--- config.mk ---
export PLATFORM = sky130hd
export DESIGN_NAME = uart_irq_status
export DESIGN_NICKNAME = d
export VERILOG_FILES = /design/src/rtl/uart_irq_pkg.sv /design/src/rtl/uart_irq_status_word.sv /design/src/rtl/uart_irq_combine.sv /design/src/rtl/uart_irq_status.sv
export SDC_FILE = /design/constraint.sdc
export NUM_CORES = 1
export LEC_CHECK = 0
export BUFFER_PORTS_ARGS = -buffer_cell sky130_fd_sc_hd__clkbuf_2
export CAP_MARGIN = 5
export CORE_AREA = 2 2 70 72
export DETAILED_ROUTE_END_ITERATION = 10
export DIE_AREA = 0 0 72 74
export GPL_TIMING_DRIVEN = 1
export PLACE_DENSITY_LB_ADDON = 0.2
export SLEW_MARGIN = 20
export SYNTH_ARGS = -nofsm -noshare
export SYNTH_HDL_FRONTEND = slang
export SYNTH_SLANG_ARGS = --single-unit
--- constraint.sdc ---
create_clock -name clk_i -period 0.91 [get_ports clk_i]
set_input_delay 0.091 -clock clk_i [delete_from_list [all_inputs] [get_ports clk_i]]
set_output_delay 0.091 -clock clk_i [all_outputs]
set_load 0.03 [all_outputs]
--- src/rtl/uart_irq_pkg.sv ---
package uart_irq_pkg;
  // status word A
  localparam int unsigned SA_PARITY    = 0;
  localparam int unsigned SA_RTS_DELTA = 1;
  localparam int unsigned SA_ESCAPE    = 2;
  localparam int unsigned SA_FRAMING   = 3;
  localparam int unsigned SA_RX_RDY    = 4;
  localparam int unsigned SA_AGEING    = 5;
  localparam int unsigned SA_DTR_DELTA = 6;
  localparam int unsigned SA_RX_IDLE   = 7;
  localparam int unsigned SA_TX_RDY    = 8;
  localparam int unsigned SA_RTS_STAT  = 9;
  localparam int unsigned SA_IR_INT    = 10;
  localparam int unsigned SA_AWAKE     = 11;
  // status word B
  localparam int unsigned SB_DATA_RDY  = 0;
  localparam int unsigned SB_OVERRUN   = 1;
  localparam int unsigned SB_BREAK     = 2;
  localparam int unsigned SB_TX_DONE   = 3;
  localparam int unsigned SB_RTS_EDGE  = 4;
  localparam int unsigned SB_DCD_DELTA = 5;
  localparam int unsigned SB_DCD_IN    = 6;
  localparam int unsigned SB_WAKE      = 7;
  localparam int unsigned SB_IR_INT    = 8;
  localparam int unsigned SB_RING_DLT  = 9;
  localparam int unsigned SB_AB_START  = 10;
  localparam int unsigned SB_IDLE      = 11;
  localparam int unsigned SB_DTR_EDGE  = 12;
  localparam int unsigned SB_TXFE      = 13;
  localparam int unsigned SB_AB_DET    = 14;
  // remapped enables
  localparam int unsigned CA_TXE_EN    = 6;
  localparam int unsigned CB_AGE_EN    = 3;

  function automatic logic [31:0] bm(input int unsigned p);
    return 32'd1 << p;
  endfunction

  localparam logic [31:0] SA_IMPL_M = bm(SA_PARITY) | bm(SA_RTS_DELTA) | bm(SA_ESCAPE) |
    bm(SA_FRAMING) | bm(SA_RX_RDY) | bm(SA_AGEING) | bm(SA_DTR_DELTA) | bm(SA_RX_IDLE) |
    bm(SA_TX_RDY) | bm(SA_RTS_STAT) | bm(SA_IR_INT) | bm(SA_AWAKE);
  localparam logic [31:0] SA_W1C_M = bm(SA_AWAKE) | bm(SA_IR_INT) | bm(SA_DTR_DELTA) |
    bm(SA_AGEING) | bm(SA_FRAMING) | bm(SA_ESCAPE) | bm(SA_RTS_DELTA) | bm(SA_PARITY);
  localparam logic [31:0] SA_RST_M = bm(SA_TX_RDY) | bm(SA_RX_IDLE) | bm(SA_RTS_STAT);
  localparam logic [31:0] SA_DIR_M = bm(SA_TX_RDY) | bm(SA_RX_RDY);

  localparam logic [31:0] SB_IMPL_M = bm(SB_DATA_RDY) | bm(SB_OVERRUN) | bm(SB_BREAK) |
    bm(SB_TX_DONE) | bm(SB_RTS_EDGE) | bm(SB_DCD_DELTA) | bm(SB_DCD_IN) | bm(SB_WAKE) |
    bm(SB_IR_INT) | bm(SB_RING_DLT) | bm(SB_AB_START) | bm(SB_IDLE) | bm(SB_DTR_EDGE) |
    bm(SB_TXFE) | bm(SB_AB_DET);
  localparam logic [31:0] SB_W1C_M = bm(SB_AB_DET) | bm(SB_DTR_EDGE) | bm(SB_IDLE) |
    bm(SB_AB_START) | bm(SB_RING_DLT) | bm(SB_IR_INT) | bm(SB_WAKE) | bm(SB_DCD_DELTA) |
    bm(SB_RTS_EDGE) | bm(SB_BREAK) | bm(SB_OVERRUN);
  localparam logic [31:0] SB_RST_M = bm(SB_TXFE) | bm(SB_TX_DONE) | bm(SB_DCD_IN);
  localparam logic [31:0] SB_DIR_M = bm(SB_TX_DONE) | bm(SB_OVERRUN) | bm(SB_DATA_RDY) |
    bm(SB_WAKE);
endpackage

--- src/rtl/uart_irq_status_word.sv ---
module uart_irq_status_word #(
  parameter int unsigned     W        = 16,
  parameter logic [W-1:0]    RST_VAL  = '0,
  parameter logic [W-1:0]    W1C_MASK = '0,
  parameter logic [W-1:0]    IMPL     = '1
) (
  input  logic         clk_i,
  input  logic         rst_ni,
  input  logic [W-1:0] set_i,
  input  logic [W-1:0] clr_i,
  input  logic [W-1:0] w1c_i,
  output logic [W-1:0] q_o
);
  logic [W-1:0] q_q, q_d, kill;

  // set has priority over both clear sources
  always_comb begin
    kill = clr_i | (w1c_i & W1C_MASK);
    q_d  = ((q_q & ~kill) | set_i) & IMPL;
  end

  always_ff @(posedge clk_i or negedge rst_ni) begin
    if (!rst_ni) q_q <= RST_VAL & IMPL;
    else         q_q <= q_d;
  end

  assign q_o = q_q;
endmodule

--- src/rtl/uart_irq_combine.sv ---
module uart_irq_combine #(
  parameter int unsigned  W       = 16,
  parameter logic [W-1:0] A_DIR   = '0,
  parameter logic [W-1:0] B_DIR   = '0,
  parameter int unsigned  A_AGE   = 5,
  parameter int unsigned  B_TXFE  = 13,
  parameter logic [W-1:0] AGE_EN  = '0,
  parameter logic [W-1:0] TXE_EN  = '0
) (
  input  logic [W-1:0] stat_a_i,
  input  logic [W-1:0] stat_b_i,
  input  logic [W-1:0] ctl_a_i,
  input  logic [W-1:0] ctl_b_i,
  input  logic [W-1:0] ctl_c_i,
  output logic         irq_o
);
  logic dir_a, dir_b, age_hit, txe_hit;

  always_comb begin
    dir_a   = |(stat_a_i & ctl_a_i & A_DIR);
    dir_b   = |(stat_b_i & ctl_c_i & B_DIR);
    age_hit = stat_a_i[A_AGE] & (|(ctl_b_i & AGE_EN));
    txe_hit = stat_b_i[B_TXFE] & (|(ctl_a_i & TXE_EN));
    irq_o   = dir_a | dir_b | age_hit | txe_hit;
  end
endmodule

--- src/rtl/uart_irq_status.sv ---
module uart_irq_status
  import uart_irq_pkg::*;
#(
  parameter int unsigned W = 16
) (
  input  logic         clk_i,
  input  logic         rst_ni,
  input  logic [W-1:0] sa_set_i,
  input  logic [W-1:0] sa_clr_i,
  input  logic [W-1:0] sa_w1c_i,
  input  logic [W-1:0] sb_set_i,
  input  logic [W-1:0] sb_clr_i,
  input  logic [W-1:0] sb_w1c_i,
  input  logic         rx_char_i,
  input  logic [W-1:0] ctl_a_i,
  input  logic [W-1:0] ctl_b_i,
  input  logic [W-1:0] ctl_c_i,
  output logic [W-1:0] sa_o,
  output logic [W-1:0] sb_o,
  output logic         irq_o
);
  localparam logic [W-1:0] WAKE_M = W'(bm(SB_WAKE));

  logic [W-1:0] sb_set;
  assign sb_set = sb_set_i | (rx_char_i ? WAKE_M : '0);

  uart_irq_status_word #(
    .W(W), .RST_VAL(W'(SA_RST_M)), .W1C_MASK(W'(SA_W1C_M)), .IMPL(W'(SA_IMPL_M))
  ) u_word_a (
    .clk_i(clk_i), .rst_ni(rst_ni), .set_i(sa_set_i), .clr_i(sa_clr_i),
    .w1c_i(sa_w1c_i), .q_o(sa_o)
  );

  uart_irq_status_word #(
    .W(W), .RST_VAL(W'(SB_RST_M)), .W1C_MASK(W'(SB_W1C_M)), .IMPL(W'(SB_IMPL_M))
  ) u_word_b (
    .clk_i(clk_i), .rst_ni(rst_ni), .set_i(sb_set), .clr_i(sb_clr_i),
    .w1c_i(sb_w1c_i), .q_o(sb_o)
  );

  uart_irq_combine #(
    .W(W), .A_DIR(W'(SA_DIR_M)), .B_DIR(W'(SB_DIR_M)),
    .A_AGE(SA_AGEING), .B_TXFE(SB_TXFE),
    .AGE_EN(W'(bm(CB_AGE_EN))), .TXE_EN(W'(bm(CA_TXE_EN)))
  ) u_comb (
    .stat_a_i(sa_o), .stat_b_i(sb_o), .ctl_a_i(ctl_a_i), .ctl_b_i(ctl_b_i),
    .ctl_c_i(ctl_c_i), .irq_o(irq_o)
  );
endmodule

==> reports/metrics.cfg <==
[worst_setup_path]
worst_ep_arrival_time_ns = 1.16
critPathMaxFanout = 2
start_kind = flip-flop
path_class = reg2out
crit_path_end_kind = primary output
r2r_slack_ns = 0.01
path_cells = a22oi_1, nand4_1, clkbuf_8
crit_slowest_cell = dfrtp_2
cp.required_ns = 0.82
crit_path_max_incr_delay_ns = 0.42

[final_layout]
fin_util_pct = 53.31
fin_area_sq_um = 2451
diodes = 0
final_cell_mix = clkbuf_2 (83), buf_8 (27), a21o_1 (26)
finalNetCount = 399
layout-drive-gt1-share_pct = 58.96
area_growth_pct = 129.9
final_common_cell = clkbuf_2

[clock_tree]
root_buffer = clkbuf_8
clk_latency_ns = 0.27
cts_tree = done
cts_sinks = 27
clockBufferDepth = 2
clk_pin_slew_ns = 0.09
cts_buffers = 3
h-tree-depth = 1

[synthesis]
synth_cells = 92
synth.ff_latch_count = 27
yosys_warnings = 0
ys_types = 10
synth_area_sq_um = 1066
syn_avg_cell_area_sq_um = 11.59
yosysSeqAreaShare_pct = 64.08

[timing]
setup_viol = 25
timing.fmax_mhz = 799.8
drv_slew = 0
tns_ns = -2.167
hold_viol = 0
post-route-period-util_pct = 137.4
fin_crit_ns = 1.250
layout_setup_ws_ns = -0.3403
fin_skew_ns = 0
rsz0062_at_grt = yes

[outcome]
run_status = finished, violations left
violations = setup timing

[placed_design]
pre_cts_slack_ns = -0.1179
portBuffers = 111
dpl-instance-area_sq_um = 1753
dp_hpwl_microns = 2156
gp_congestion = 0.6880

[power_and_ir_drop]
intPower_mw = 2.172
p_sw_uw = 824.7
ir_drop_mv = 0.4913
swShare_pct = 27.52
pwr-share-seq_pct = 45.6
power_leakage_nw = 1.355
power.density_nw_per_um2 = 1223
pwr-share-clk_pct = 22.6
power_frac_comb_pct = 31.9
p_total_mw = 2.997

[drt]
via_per_inst = 4.056
drtIter0Drc = 6
finalWirelength_microns = 3193
drc_errors = 0
post_drt_wl_per_cell_microns = 10.47
drtAntennaViolNets = 0
dr.pass1.iters = 2
route.vias.total = 1237

[floorplanning]
row_count = 25
die-area_sq_um = 5328
die_w_microns = 72
io_pins = 180
start_util_pct = 23.18
core_area_sq_um = 4598
chipHeight_microns = 74

[global_route]
grt-ovfl-total = 0
antenna_found_initial = 0
grt_pass1_vias = 1245
grt_util_all_layers_pct = 11.81
grt_max_degree = 28
grt_pass1_wl_microns = 4933

[hold_path]
min_path_type = in2reg

[run]
maxCapViolations = 0

worst max-delay path, delay by kind of cell (launching register included):
kind                   cells  cell delay, ns
AOI/OAI and AO/OA          1            0.17
and+or+nand+nor            1            0.13
DFF                        1            0.42
buffers and inverters      1            0.18
sequential cells by signal, summed over array words and instances, names as in the netlist:
register and flops:
u_word_a.q_o 12, u_word_b.q_o 15
kinds of logic (layout without fill, tap and decap cells):
kind of cell    after synthesis  in the layout  synth area share, %
compound gates               31             31                21.95
buf+inv                      13            168                6.339
flops                        27             27                64.08
other cells                   1              5               0.3518
simple gates                 20             20                7.278
cell usage after synthesis (all sizes together):
library cell	number	area share (%)
buf	5	3.5
nor2	19	6.7
a22oi	4	2.8
conb	1	0.35
dfrtp	21	49
a211o	1	0.82
inv	8	2.8
dfstp	6	15
a21o	26	18
nand4	1	0.59
what timing repair did:
| action | CTS | global route |
|---|---|---|
| resized for setup | 66 | 28 |
| setup buffers | 2 | 10 |
| setup endpoints to repair | 28 | 30 |
| hold buffers | 25 | 0 |
| pin swaps | 1 | 0 |
| endpoints found under the hold margin | 51 | 0 |
layer usage:
layer,GRT usage (%),up-vias,share of wire (%)
met2,21.09,81,51
met3,3.252,6,11
li1,-,615,-
met4,5.031,0,1.7
met1,13.36,535,36
met5,0,-,0
per-stage QoR:
step           hold slack, ns  cells
3_3_place_gp          0.05865    265
6_report             0.005750    305
3_5_place_dp          0.05381    265
5_1_grt              0.003220    305
4_1_cts             0.0002706    296
2_1_floorplan         -0.2046     96
power groups by stage:
stage	Combinational, mW	Clock, mW	Sequential (mW)
3_3_place_gp	0.637	0	1.36
4_1_cts	0.879	0.718	1.35
2_1_floorplan	0.145	0	1.53
6_report	0.955	0.677	1.37
3_5_place_dp	0.640	0	1.36
5_1_grt	1.02	0.776	1.38
final timing paths:
check	from	depth (start not counted)	to
setup reg to reg	u_word_b.q_o[7]	2	u_word_b.q_o[7]
hold reg to reg	u_word_a.q_o[7]	1	u_word_a.q_o[7]
hold / removal	sa_set_i[2]	2	u_word_a.q_o[2]
min in group asynchronous	rst_ni	3	u_word_b.q_o[8]
max in group asynchronous	rst_ni	3	u_word_a.q_o[9]
setup / recovery	u_word_a.q_o[5]	3	irq_o
cell type report:
| type | instances | area (sq um) |
|---|---|---|
| clock buffers | 4 | 45.04 |
| inverters | 8 | 30.03 |
| fillers | 386 | 2147 |
| multi-input cells | 56 | 345.3 |
| repair buffers | 156 | 1274 |
| flip-flops and latches | 27 | 689.4 |
| well taps | 54 | 67.56 |
Power figures use the tool's default switching activity.
